[config.mk]
export PLATFORM = sky130hd
export DESIGN_NAME = atomic_word_bridge
export DESIGN_NICKNAME = d
export VERILOG_FILES = /design/src/rtl/awb_pkg.sv /design/src/rtl/awb_word_mux.sv /design/src/rtl/awb_shadow.sv /design/src/rtl/awb_read_pipe.sv /design/src/rtl/atomic_word_bridge.sv
export SDC_FILE = /design/constraint.sdc
export NUM_CORES = 1
export LEC_CHECK = 0
export BUFFER_PORTS_ARGS = -buffer_cell sky130_fd_sc_hd__buf_2
export CELL_PAD_IN_SITES_DETAIL_PLACEMENT = 2
export CELL_PAD_IN_SITES_GLOBAL_PLACEMENT = 2
export CORE_MARGIN = 2
export CORE_UTILIZATION = 30
export CTS_CLUSTER_SIZE = 16
export DETAILED_ROUTE_END_ITERATION = 8
export GPL_ROUTABILITY_DRIVEN = 1
export GPL_TIMING_DRIVEN = 0
export PLACE_DENSITY = 0.84
export SKIP_LAST_GASP = 1
export SYNTH_ARGS = -nofsm -noshare
export SYNTH_HDL_FRONTEND = slang
export SYNTH_SLANG_ARGS = --single-unit
[constraint.sdc]
create_clock -name clk -period 2.9 [get_ports clk]
set_input_delay 0.58 -clock clk [delete_from_list [all_inputs] [get_ports clk]]
set_output_delay 0.58 -clock clk [all_outputs]
set_load 0.02 [all_outputs]
[src/rtl/awb_pkg.sv]
`timescale 1ns/1ps
package awb_pkg;
  localparam int BYTE_W    = 8;
  localparam int WORD_W    = 32;
  localparam int WORD_BYTES = WORD_W / BYTE_W;
  localparam int IDX_W     = $clog2(WORD_BYTES);
  typedef logic [BYTE_W-1:0] byte_t;
  typedef logic [WORD_W-1:0] word_t;
endpackage

[src/rtl/awb_word_mux.sv]
`timescale 1ns/1ps
module awb_word_mux
  import awb_pkg::*;
#(
  parameter int NREG = 4,
  parameter int SELW = 2
) (
  input  logic [NREG*WORD_W-1:0] live_flat,
  input  logic [SELW-1:0]        sel,
  output word_t                  word
);
  word_t words [NREG];

  for (genvar g = 0; g < NREG; g++) begin : g_split
    assign words[g] = live_flat[g*WORD_W +: WORD_W];
  end

  always_comb begin
    word = '0;
    for (int i = 0; i < NREG; i++) begin
      if (sel == i[SELW-1:0]) word = words[i];
    end
  end
endmodule

[src/rtl/awb_shadow.sv]
`timescale 1ns/1ps
module awb_shadow
  import awb_pkg::*;
(
  input  logic                  clk,
  input  logic                  rst,
  input  logic                  cap_en,
  input  word_t                 cap_word,
  input  logic [WORD_BYTES-1:0] byte_we,
  input  byte_t                 wbyte,
  output word_t                 held
);
  for (genvar g = 0; g < WORD_BYTES; g++) begin : g_byte
    byte_t q;
    always_ff @(posedge clk) begin
      if (rst)             q <= '0;
      else if (cap_en)     q <= cap_word[g*BYTE_W +: BYTE_W];
      else if (byte_we[g]) q <= wbyte;
    end
    assign held[g*BYTE_W +: BYTE_W] = q;
  end
endmodule

[src/rtl/awb_read_pipe.sv]
`timescale 1ns/1ps
module awb_read_pipe
  import awb_pkg::*;
(
  input  logic             clk,
  input  logic             rst,
  input  logic             req,
  input  logic [IDX_W-1:0] idx,
  input  word_t            held,
  output byte_t            rdata,
  output logic             rdy
);
  logic             req_q;
  logic [IDX_W-1:0] idx_q;

  always_ff @(posedge clk) begin
    if (rst) begin
      req_q <= 1'b0;
      idx_q <= '0;
      rdy   <= 1'b0;
      rdata <= '0;
    end else begin
      req_q <= req;
      idx_q <= idx;
      rdy   <= req_q;
      if (req_q) rdata <= held[{idx_q, 3'b000} +: BYTE_W];
    end
  end
endmodule

[src/rtl/atomic_word_bridge.sv]
`timescale 1ns/1ps
module atomic_word_bridge
  import awb_pkg::*;
#(
  parameter int NREG = 4,
  localparam int SELW = (NREG > 1) ? $clog2(NREG) : 1
) (
  input  logic                   clk,
  input  logic                   rst,
  input  logic                   bus_rd,
  input  logic                   bus_wr,
  input  logic [SELW+IDX_W-1:0]  bus_addr,
  input  logic [BYTE_W-1:0]      bus_wdata,
  output logic [BYTE_W-1:0]      bus_rdata,
  output logic                   bus_rdy,
  input  logic [NREG*WORD_W-1:0] live_flat,
  output logic                   cmt_valid,
  output logic [SELW-1:0]        cmt_sel,
  output logic [WORD_W-1:0]      cmt_data
);
  logic [IDX_W-1:0]      idx;
  logic [SELW-1:0]       sel;
  logic                  rd_go, wr_go, low_byte;
  logic                  cap_en, cmt_go;
  logic [WORD_BYTES-1:0] byte_we;
  word_t                 live_word, held;

  assign idx      = bus_addr[IDX_W-1:0];
  assign sel      = bus_addr[SELW+IDX_W-1:IDX_W];
  assign wr_go    = bus_wr;
  assign rd_go    = bus_rd & ~bus_wr;
  assign low_byte = (idx == '0);
  assign cap_en   = rd_go & low_byte;
  assign cmt_go   = wr_go & low_byte;

  always_comb begin
    byte_we = '0;
    if (wr_go && !low_byte) byte_we[idx] = 1'b1;
  end

  awb_word_mux #(.NREG(NREG), .SELW(SELW)) u_mux (
    .live_flat (live_flat),
    .sel       (sel),
    .word      (live_word)
  );

  awb_shadow u_shadow (
    .clk      (clk),
    .rst      (rst),
    .cap_en   (cap_en),
    .cap_word (live_word),
    .byte_we  (byte_we),
    .wbyte    (bus_wdata),
    .held     (held)
  );

  awb_read_pipe u_rd (
    .clk   (clk),
    .rst   (rst),
    .req   (rd_go),
    .idx   (idx),
    .held  (held),
    .rdata (bus_rdata),
    .rdy   (bus_rdy)
  );

  always_ff @(posedge clk) begin
    if (rst) begin
      cmt_valid <= 1'b0;
      cmt_sel   <= '0;
      cmt_data  <= '0;
    end else begin
      cmt_valid <= cmt_go;
      if (cmt_go) begin
        cmt_sel  <= sel;
        cmt_data <= {held[WORD_W-1:BYTE_W], bus_wdata};
      end
    end
  end
endmodule

---- Word-level counts from Yosys, hierarchy flattened ----
Cells that the tools add are included.
Widths: inputs -> output; s select.
cells by class
  equality and inequality tests ........... 3
  order comparisons ....................... 2
  shifts and indexed selects .............. 1
  multiplexer cells ....................... 15
  bitwise logic cells ..................... 4
  reduce and logical (&&, ||, !) cells .... 9
operator list
  operator            number
  $mux 32             4
  $mux 8              8
  $shiftx 32x6->8     1
  $reduce_bool 2->1   4
  $eq 2x2->1 const B  2
  $logic_not 2->1     2
  $mux 4              1
  $and 1x1->1         3
  $lt 2x3->1 const B  1
  $demux 1 s2         1
  $eq 2x1->1 const B  1
  $ge 2x1->1 const B  1
  $logic_and 1x1->1   2
  $logic_not 1->1     1
  $mux 1              1
  $not 1->1           1
word-level totals
  bits of input ports ..................... 144
  word-level logic and storage cells ...... 45
  bits in registers ....................... 79

---- Longest topological paths before layout ----
Gate-level depths: netlist (run 1).
  depth in word-level cells ............... 7
  gate-level depth with buffers ........... 6
  depth with buffers taken out ............ 3

---- Cells and area by module ----
A second synthesis (run 1) with hierarchy kept.
second synthesis, totals
  cells, all modules ...................... 394
  area, all modules ....................... 4717.0 µm²
modules (own cells, without submodules)
  module              cells each  area an instance (µm²)  instances
  awb_shadow          142         1637.8                  1
  atomic_word_bridge  158         1629.1                  1
  awb_word_mux        39          814.5                   1
  awb_read_pipe       55          635.6                   1

---- Worst setup path after synthesis (run 1) ----
Ideal clock, no wire load.
  path type ............................... input to register
  from .................................... in bus_addr[2]
  to ...................................... reg u_shadow.g_byte[1].q[6]
  stages on the path ...................... 5
  buffers on the path ..................... 2
  arrival ................................. 1.603 ns
  data required time ...................... 2.772 ns
  slack ................................... 1.168 ns
  cells stage by stage .................... buf_4 buf_2 mux2_2 a211oi_1 a211oi_2
on the way
  cells in the longest elaborated chain, start to end .. 6
  elaborated cells on any way between the ends .. 9
  classes of those cells .................. eq/ne: 3; mux: 5; reduce/logical: 1
RTL lines
  element               line                      text
  start, declared       atomic_word_bridge.sv:12  input logic [SELW+IDX_W-1:0] bus_addr,
  $logic_not 2->1       awb_word_mux.sv:21        if (sel == i[SELW-1:0]) word = words[i];
  $mux 32 (3 in a row)  awb_word_mux.sv:21
  $mux 32 *             awb_word_mux.sv:21
  $mux 8 *              awb_shadow.sv:17          else if (cap_en) q <= cap_word[g*BYTE_W +: BYTE_W];
  end signal, assigned  awb_shadow.sv:17
  end signal, assigned  awb_shadow.sv:18          else if (byte_we[g]) q <= wbyte;
  end, declared         awb_shadow.sv:14          byte_t q;
Every way passes the cells marked *; elsewhere a longest branch is shown, timed or not.
A chain may end at the register's enable or synchronous reset.

---- Worst setup path after layout (run 1) ----
  from .................................... in rst
  to ...................................... reg cmt_data[22]
RTL lines
  element               line                      text
  start, declared       atomic_word_bridge.sv:9   input logic rst,
  end signal, assigned  atomic_word_bridge.sv:76  cmt_data <= {held[WORD_W-1:BYTE_W], bus_wdata};
  end, declared         atomic_word_bridge.sv:19  output logic [WORD_W-1:0] cmt_data
No word-level cell between the ends.

==> results of run 1 <==
==> critical path, stage by stage <==
cell	delay, ns
sky130_fd_sc_hd__clkbuf_1	0.28
sky130_fd_sc_hd__clkbuf_1	0.49
sky130_fd_sc_hd__clkbuf_1	0.53
sky130_fd_sc_hd__nor2_1	0.13
==> state kept, by name (all words and copies together), names as in the netlist <==
name and cells:
u_rd.rdata 8, u_rd.req_q 1, u_rd.rdy 1, cmt_data 32
u_rd.idx_q 2, cmt_valid 1, u_shadow.g_byte.q 32, cmt_sel 2
==> Yosys cell counts <==
master,count
sky130_fd_sc_hd__buf_1,6
sky130_fd_sc_hd__mux4_2,24
sky130_fd_sc_hd__nor3b_1,2
sky130_fd_sc_hd__or3b_1,2
sky130_fd_sc_hd__nand2_1,16
sky130_fd_sc_hd__a21oi_1,40
sky130_fd_sc_hd__buf_2,18
sky130_fd_sc_hd__nand3b_1,16
sky130_fd_sc_hd__mux2i_1,42
sky130_fd_sc_hd__or2_2,2
sky130_fd_sc_hd__clkbuf_1,18
sky130_fd_sc_hd__a221o_1,16
sky130_fd_sc_hd__nor2_1,58
sky130_fd_sc_hd__buf_6,2
sky130_fd_sc_hd__dfxtp_1,79
sky130_fd_sc_hd__a211oi_1,24
sky130_fd_sc_hd__o21ai_0,15
sky130_fd_sc_hd__nor3_1,8
sky130_fd_sc_hd__mux2_2,32
sky130_fd_sc_hd__nor2b_1,4
sky130_fd_sc_hd__inv_1,17
sky130_fd_sc_hd__nor4_1,8
sky130_fd_sc_hd__a211oi_2,8
sky130_fd_sc_hd__and3_1,1
sky130_fd_sc_hd__nor4b_4,1
sky130_fd_sc_hd__o21ai_1,1
sky130_fd_sc_hd__nand3_1,1
sky130_fd_sc_hd__or4b_1,1
sky130_fd_sc_hd__buf_4,6
==> how the worst max path moves through the flow <==
stage / startpoint / endpoint / slack [ns] / cells after the start
floorplan: bus_addr[2] / u_shadow.g_byte[1].q[6] / 1.17 / 5
global placement: bus_wr / u_shadow.g_byte[2].q[7] / 0.86 / 6
detailed placement: bus_addr[0] / cmt_data[25] / 0.78 / 7
CTS: bus_wr / u_shadow.g_byte[3].q[1] / 1.10 / 6
global route: bus_addr[0] / cmt_data[21] / 1.0 / 7
finish: rst / cmt_data[22] / 1.09 / 4
==> power by group <==
part	switching (µW)	total, µW	internal (µW)
clock	487	1240	753
sequential	41.7	1160	1120
combinational	259	495	237
total	787	2900	2110
==> through the flow <==
| step | total power (µW) | worst slack, ns | cells | util | instance area (µm²) |
|---|---|---|---|---|---|
| after floorplan | 1450 | 1.17 | 468 | - | 4540 |
| after CTS | 2910 | 1.10 | 852 | 0.410 | 6010 |
| after detailed placement | 1680 | 0.781 | 837 | 0.389 | 5690 |
| after global routing | 3010 | 0.998 | 853 | 0.410 | 6010 |
| final | 2900 | 1.09 | 854 | 0.410 | 6010 |
| after global placement | 1650 | 0.856 | 837 | 0.389 | 5690 |
==> metal layers <==
metal  GRT usage  vias to the layer above  share of wire
met5           0                        -              0
met2       0.409                      166           0.50
met1       0.301                     2273           0.42
met3      0.0582                       22          0.065
li1            -                     2111              -
met4      0.0633                        0          0.018
==> logic make-up (layout without fill, tap and decap cells) <==
logic type	count (synthesis)	in the layout	synth area share
AND/OR/NAND/NOR	120	120	0.133
AO/OA/AOI/OAI	104	104	0.159
multiplexers	98	98	0.291
flip-flops	79	79	0.348
buffers and inverters	67	267	0.0686
other	0	2	0
==> area by class of cell <==
cell class              count  share of cell area
clock buffers              10              0.0381
diodes                      2            0.000833
repair buffers            185               0.154
clock inverters             5              0.0137
well taps                 184              0.0383
plain buffers              50              0.0412
inverters                  17              0.0106
multi-input cells         322               0.440
flip-flops and latches     79               0.263
==> flow_metrics.tcl, run 1 <==
set metrics [dict create \
    path_max_fanout 10 \
    layout_common_cells "sky130_fd_sc_hd__buf_2, sky130_fd_sc_hd__dfxtp_1, sky130_fd_sc_hd__nor2_1, sky130_fd_sc_hd__mux2i_1, sky130_fd_sc_hd__a21oi_1" \
    kind_of_critical_path "input pin to flop" \
    synthDominantAreaCellType "sky130_fd_sc_hd__dfxtp_1" \
    synth_sequential_area_ratio 0.348 \
    fin_crit_sh 0.623 \
    outcome "complete, no violations" \
    yosys_register_bits 79 \
    worst-slew-pin-transition_ns 0.665 \
    h-tree-depth 3 \
    finish.net_count 808 \
    grt_max_degree 14 \
    finClkSkew_ns 0.00536 \
    yosys_warnings 0 \
    detail_route.drc_violations 0 \
    slew_viol_final 0 \
    finalWorstPathRequiredPeriod_ns 1.81 \
    post_cts_buffers 0 \
    setup.worst_path.start_class "input pin" \
    post_synth_instance_area_um2 4540 \
    detail_route.wl_per_cell_um 22.6 \
    die_width_um 127 \
    final_setup_violations 0 \
    max-cap-violations 0 \
    hold_slack_ns 0.466 \
    drt-initial-drc-count 239 \
    syn_nets 612 \
    critical_path_required_ns 3.11 \
    hold_viol 0 \
    vias_per_cell 5.35 \
    clock_path_buffers 2 \
    dieHeight_um 127 \
    detailedRoute.firstPassIterationCount 4 \
    min_from "u_shadow.g_byte[0].q[5]" \
    n_fill_cell 1624 \
    grt_antenna_before_repair 2 \
    worst_r2r_endpoint "u_rd.rdata[2]" \
    vias 4572 \
    netlist_instances 468 \
    number_of_buffers_created_by_cts 9 \
    synth.top_cell.area_share 0.348 \
    timing.reg2reg.setup_slack_ns 1.37 \
    ff_latch_area_um2 1580 \
    ioPinCount 188 \
    whs_endpoint "u_shadow.g_byte[0].q[5]" \
    cp.arrival_ns 2.02 \
    layout.cells.most_common "sky130_fd_sc_hd__buf_2" \
    hold-path-cell-count 2 \
    max_freq_mhz 553 \
    cts.root.buffer_cell "sky130_fd_sc_hd__clkbuf_16" \
    place.gp.congestion 0.861 \
    floorplan.initialDensity 0.310 \
    clk_pin_slew_worst_paths_ns 0.06 \
    die_area_um2 16100 \
    multi_input_area_um2 2650 \
    post_cts_hold_buffer_count 0 \
    timing.hold.worst.class "flop to flop" \
    setup_repair_after_global_routing_missed_its_margin "no" \
    leakagePower_uw 0.00246 \
    hpwlAfterDp_mm 14.9 \
    peakVddDrop_mv 0.304 \
    maxSlewHeadroom 0.557 \
    drive_gt1_frac 0.437 \
    worst_r2r_path_depth 4 \
    power.density_cell_area_nw_per_um2 482 \
    crit-reg2reg-launch "u_rd.idx_q[1]" \
    via_count_of_the_first_global_routing_pass 5037 \
    tritoncts_num_sinks 79 \
    worst_setup_path_end_kind "flop" \
    insertion_delay_ns 0.35 \
    grt_remaining_overflow 0 \
    synth.top_cells.by_area "sky130_fd_sc_hd__dfxtp_1, sky130_fd_sc_hd__mux4_2, sky130_fd_sc_hd__mux2i_1, sky130_fd_sc_hd__mux2_2, sky130_fd_sc_hd__nor2_1" \
    core.rowCount 44 \
    core_region_um2 14600 \
    grt_pass1_wl_mm 29.0 \
    drt.antenna.violating_nets 0 \
    synth.lib_cells_used.distinct 29 \
    fin_setup_tns_ns 0 \
    wirelength_mm 19.3 \
    clock_tree_from_tritoncts "done" \
    track_usage 0.239 \
    numPortBuffers 185 \
    synth_area_per_cell_um2 9.70 \
    syn_to_final_growth_pct 32.5 \
    cts-resized-gates 0 \
]
Note: power is estimated with default switching activity, not from simulation.
==> inputs of run 2 (changes only) <==
Settings changed: ABC_AREA from default to 1, CORE_UTILIZATION 30 to 21, PLACE_DENSITY 0.84 to 0.74.
Clock period 2.9 ns to 1.6 ns, I/O delays scaled along.
==> flow_metrics.tcl, run 2 <==
set metrics [dict create \
    finClkSkew_ns 0.00735 \
    area_fraction_in_compound_gates_after_synthesis 0.187 \
    numPortBuffers 185 \
    layout_common_cells "sky130_fd_sc_hd__buf_2, sky130_fd_sc_hd__nand2_1, sky130_fd_sc_hd__nand3_1, sky130_fd_sc_hd__nor2_1, sky130_fd_sc_hd__o21ai_0" \
    fin_setup_tns_ns 0 \
    syn_nets 820 \
    cpPeakStageDelay_ns 0.31 \
    post_synth_xor_xnor_area 0 \
    clock_path_buffers 2 \
    finish.net_count 1016 \
    detail_route.drc_violations 0 \
    vias_per_cell 4.55 \
    synth_ff_type "sky130_fd_sc_hd__dfxtp_1" \
    layout.cells.most_common "sky130_fd_sc_hd__buf_2" \
    leakagePower_uw 0.00288 \
    number_of_buffers_created_by_cts 9 \
    drive_gt1_frac 0.282 \
    internal_power_uw 3690 \
    final_setup_violations 0 \
    cp_cell_sequence "clkbuf_1 -> buf_2 -> nand2_1 -> nand3_1 -> nand3_1 -> nand2_1 -> inv_1" \
    kind_of_critical_path "flop to flop" \
    finalWorstPathRequiredPeriod_ns 1.39 \
    timing.critical_path.max_delay_family "buffers and inverters" \
    critical_path_required_ns 1.85 \
    post_synth_mux_area_share 0 \
    hold_viol 0 \
    place.gp.congestion 0.814 \
    power.density_cell_area_nw_per_um2 889 \
    timing.hold.worst.class "input pin to flop" \
    tritoncts_num_sinks 79 \
    slew_viol_final 0 \
    switchingPower_uw 1510 \
    hold_slack_ns 0.234 \
    via_count_of_the_first_global_routing_pass 5570 \
    die_width_um 147 \
    synth_top_family_by_area "simple AND/OR/NAND/NOR gates" \
    synth.lib_cells_used.distinct 21 \
    synth_area_per_cell_um2 6.34 \
    worst_setup_path_end_kind "flop" \
    cp.arrival_ns 1.64 \
    synth_enable_flop_cells 0 \
    track_usage 0.188 \
    post_synth_instance_area_um2 4280 \
    die_area_um2 21600 \
    maxSlewHeadroom 0.633 \
    detail_route.wl_per_cell_um 17.7 \
    synth_sequential_area_ratio 0.369 \
    p_comb_frac 0.194 \
    h-tree-depth 3 \
    path_max_fanout 10 \
    netSwitchingFraction 0.290 \
    peakVddDrop_mv 0.402 \
    clkPwrFrac 0.399 \
    grt_max_degree 14 \
    grt_pass1_wl_mm 31.4 \
    grt_antenna_before_repair 0 \
    insertedDiodeCount 0 \
    max_freq_mhz 717 \
    finalWorstSetupSlack_ns 0.206 \
    synthDominantAreaCellType "sky130_fd_sc_hd__dfxtp_1" \
    worst-slew-pin-transition_ns 0.550 \
    synth.top_cells.by_count "sky130_fd_sc_hd__nand2_1, sky130_fd_sc_hd__nand3_1, sky130_fd_sc_hd__nor2_1" \
    async_reset_ff_frac 0 \
    post-synth-top-count-cell "sky130_fd_sc_hd__nand2_1" \
    grt_remaining_overflow 0 \
    syn_to_final_growth_pct 36.5 \
    ioPinCount 188 \
    detailedRoute.firstPassIterationCount 4 \
    netlist_instances 676 \
    setup_repair_after_global_routing_missed_its_margin "no" \
    floorplan.initialDensity 0.213 \
    wirelength_mm 20.3 \
    hpwlAfterDp_mm 16.8 \
    yosys_register_bits 79 \
    n_fill_cell 2498 \
    critical_path.n_buffers_inverters 3 \
    outcome "complete, no violations" \
    share_seq_of_total_power 0.407 \
    synthSimpleGateAreaFrac 0.337 \
    fin_crit_sh 0.871 \
    synth.top_cell.area_share 0.369 \
    dieHeight_um 147 \
    final_core_util 0.291 \
    synth_adder_area_share 0 \
    synth.top_cells.by_area "sky130_fd_sc_hd__dfxtp_1, sky130_fd_sc_hd__nand3_1, sky130_fd_sc_hd__nand2_1, sky130_fd_sc_hd__o21ai_0, sky130_fd_sc_hd__nor2_1" \
    drt.antenna.violating_nets 0 \
    setup.worst_path.start_class "flop" \
    cts-resized-gates 0 \
    clk_pin_slew_worst_paths_ns 0.06 \
    critPathSlowestCell "sky130_fd_sc_hd__dfxtp_1" \
    max-cap-violations 0 \
    setup_slack_after_placement_ns 0.0326 \
    post_cts_hold_buffer_count 0 \
    core_region_um2 20100 \
    insertion_delay_ns 0.34 \
    layout_top_registers "cmt_data (32), u_shadow.g_byte.q (32), u_rd.rdata (8)" \
    vias 5214 \
    clock_tree_from_tritoncts "done" \
    drt-initial-drc-count 184 \
    cts.root.buffer_cell "sky130_fd_sc_hd__clkbuf_16" \
    post_cts_buffers 0 \
    yosys_warnings 0 \
    core.rowCount 52 \
]
-- run 2: cell types whose count changed in the layout (fill, tap and decap cells not counted), sizes merged, moves of 37 or more --
cell,delta
nor2,+37
mux2i,-42
nand3,+106
o21ai,+74
nand2,+119
-- run 2: routing by layer --
layer	wire length, µm	track usage	vias up
met5	0	0	-
met2	9500	0.321	157
li1	-	-	2607
met3	1300	0.0435	19
met4	263	0.0427	0
met1	9270	0.242	2431
-- run 2: final cells by class --
cell class	instances	area [µm²]	share of cell area
repair buffers	185	926	0.158
well taps	270	338	0.0578
flip-flops and latches	79	1580	0.270
inverters	47	176	0.0302
plain buffers	52	282	0.0481
multi-input cells	498	2240	0.384
clock inverters	5	57.6	0.00984
clock buffers	11	243	0.0415
-- run 2: power by group through the flow --
stage	clock network (µW)	logic [µW]	registers, µW
finish	2080	1010	2120
global route	2210	1130	2130
CTS	2120	1020	2120
detailed placement	0	1010	2160
global placement	0	995	2160
floorplan	0	483	2220
-- run 2: path summary, 6_finish.rpt --
check / cells after the start / start / to / slack, ns
hold reg to reg: 2 / cmt_data[1] / cmt_data[1] / 0.48
setup reg to reg: 7 / u_rd.idx_q[0] / u_rd.rdata[5] / 0.21
setup / recovery: 7 / u_rd.idx_q[0] / u_rd.rdata[5] / 0.21
hold / removal: 3 / bus_rd / u_rd.req_q / 0.23
-- run 2: through the flow --
step	cell area (µm²)	instances	total power, µW
finish	5850	1147	5200
global placement	5550	1131	3150
global route	5850	1147	5470
floorplan	4280	676	2700
CTS	5850	1147	5270
detailed placement	5550	1131	3180
-- run 2: kinds of logic (layout without fill, tap and decap cells) --
family,after synthesis,count (layout)
and+or+nand+nor,342,342
AOI/OAI and AO/OA,156,156
buffers and inverters,99,300
DFF,79,79
-- run 2: worst min-delay path, delay by kind of cell --
family        cells  cell delay, ns
simple gates      1            0.05
buf+inv           2            0.17
==> inputs of run 3 (changes only) <==
Clock period 1.6 ns to 1.2 ns, I/O delays scaled along.
==> flow_metrics.tcl, run 3 (synthesis gave the netlist of run 2 again) <==
set metrics [dict create \
    layout_top_registers "cmt_data (32), u_shadow.g_byte.q (32), u_rd.rdata (8)" \
    clk_pin_slew_worst_paths_ns 0.06 \
    clock_tree_from_tritoncts "done" \
    wirelength_mm 20.3 \
    critical_path_required_ns 1.42 \
    track_usage 0.188 \
    outcome "complete, no violations" \
    grt_max_degree 14 \
    grt_antenna_before_repair 0 \
    grt_pass1_wl_mm 31.4 \
    path_max_fanout 10 \
    via_count_of_the_first_global_routing_pass 5565 \
    hold_viol 0 \
    timing.hold.worst.class "input pin to flop" \
    vias_per_cell 4.55 \
    detail_route.drc_violations 0 \
    max_freq_mhz 877 \
    maxSlewHeadroom 0.653 \
    finalWorstPathRequiredPeriod_ns 1.14 \
    detail_route.wl_per_cell_um 17.8 \
    finClkSkew_ns 0.00706 \
    fin_setup_tns_ns 0 \
    top_layer_used "met4" \
    power.density_cell_area_nw_per_um2 1180 \
    grt_remaining_overflow 0 \
    drive_gt1_frac 0.292 \
    syn_to_final_growth_pct 37.1 \
    n_fill_cell 2506 \
    ioPinCount 188 \
    floorplan.initialDensity 0.213 \
    hpwlAfterDp_mm 16.8 \
    numPortBuffers 185 \
    setup_slack_after_placement_ns -0.287 \
    hold_slack_ns 0.147 \
    die_width_um 147 \
    die_area_um2 21600 \
    cts.root.buffer_cell "sky130_fd_sc_hd__clkbuf_16" \
    tritoncts_num_sinks 79 \
    finalWorstSetupSlack_ns 0.0600 \
    peakVddDrop_mv 0.537 \
    detailroute.wirelength.met3_mm 1.23 \
    cp.arrival_ns 1.36 \
    kind_of_critical_path "input pin to flop" \
    finish.net_count 1013 \
    insertion_delay_ns 0.34 \
    place.gp.congestion 0.814 \
    h-tree-depth 3 \
    worst-slew-pin-transition_ns 0.521 \
    drt.antenna.violating_nets 0 \
    post_cts_buffers 0 \
    core.rowCount 52 \
    slew_viol_final 0 \
    setup.worst_path.start_class "input pin" \
    setup_repair_after_global_routing_missed_its_margin "yes" \
    core_region_um2 20100 \
    fin_crit_sh 0.950 \
    final_setup_violations 0 \
    layout.cells.most_common "sky130_fd_sc_hd__buf_2" \
    clock_path_buffers 2 \
    vias 5206 \
    leakagePower_uw 0.00289 \
    detailedRoute.firstPassIterationCount 4 \
    dieHeight_um 147 \
    insertedDiodeCount 0 \
    number_of_buffers_created_by_cts 9 \
    route.met2.wl_mm 9.47 \
    layout_common_cells "sky130_fd_sc_hd__buf_2, sky130_fd_sc_hd__nand2_1, sky130_fd_sc_hd__nand3_1, sky130_fd_sc_hd__nor2_1, sky130_fd_sc_hd__o21ai_0" \
    drt-met1-wl_mm 9.35 \
    max-cap-violations 0 \
    worst_setup_path_end_kind "flop" \
    drt-initial-drc-count 174 \
]
[run 3: cell types whose count changed in the layout (fill, tap and decap cells not counted), moves of 2 or more]
cell	previous run	this run
sky130_fd_sc_hd__buf_2	212	210
sky130_fd_sc_hd__clkbuf_1	14	10
sky130_fd_sc_hd__clkbuf_2	0	2
sky130_fd_sc_hd__clkinvlp_4	3	5
sky130_fd_sc_hd__dfxtp_1	79	76
sky130_fd_sc_hd__dfxtp_2	0	2
[run 3: area by class of cell]
cell class / instances / area [µm²] / area share
Tap cell: 270 / 338 / 0.0575
Inverter: 47 / 184 / 0.0313
Clock inverter: 5 / 57.6 / 0.00980
Timing Repair Buffer: 185 / 926 / 0.158
Multi-Input combinational cell: 498 / 2250 / 0.384
Buffer: 49 / 282 / 0.0479
Sequential cell: 79 / 1590 / 0.270
Clock buffer: 11 / 243 / 0.0413
[run 3: layer usage]
layer,track usage,vias to the layer above
li1,-,2603
met1,0.242,2430
met2,0.321,153
met3,0.0435,20
met4,0.0427,0
met5,0,-
[run 3: stage by stage]
step	power [µW]	std cells	utilization	cell area, µm²
floorplan	3600	676	-	4280
detailed placement	4240	1131	0.276	5550
CTS	7020	1144	0.291	5840
global placement	4200	1131	0.276	5550
global route	7300	1144	0.292	5870
finish	6940	1144	0.292	5870
[run 3: repair_timing]
action	4_1_cts	5_1_grt
resized for setup	3	12
hold buffers	0	0
endpoints found under the setup margin	8	18
[run 3: final timing paths]
check	to	slack, ns	depth (start not counted)	start
max	u_shadow.g_byte[3].q[6]	0.06	5	bus_wr
min	u_rd.req_q	0.15	3	bus_rd
max reg2reg	u_rd.rdata[0]	0.09	5	u_rd.idx_q[0]
min reg2reg	cmt_data[1]	0.48	2	cmt_data[1]
[run 3: worst max-delay path, cell delays in order]
cell and delay (ns):
sky130_fd_sc_hd__buf_2 0.16, sky130_fd_sc_hd__nand3_1 0.31, sky130_fd_sc_hd__buf_2 0.30, sky130_fd_sc_hd__o21ai_0 0.23, sky130_fd_sc_hd__a21oi_1 0.11
[run 3: report_power, final]
| part | internal, µW | leakage [µW] | switching (µW) |
|---|---|---|---|
| registers | 2770 | 0.000648 | 71.2 |
| clock network | 1660 | 0.000138 | 1100 |
| logic | 499 | 0.00211 | 839 |
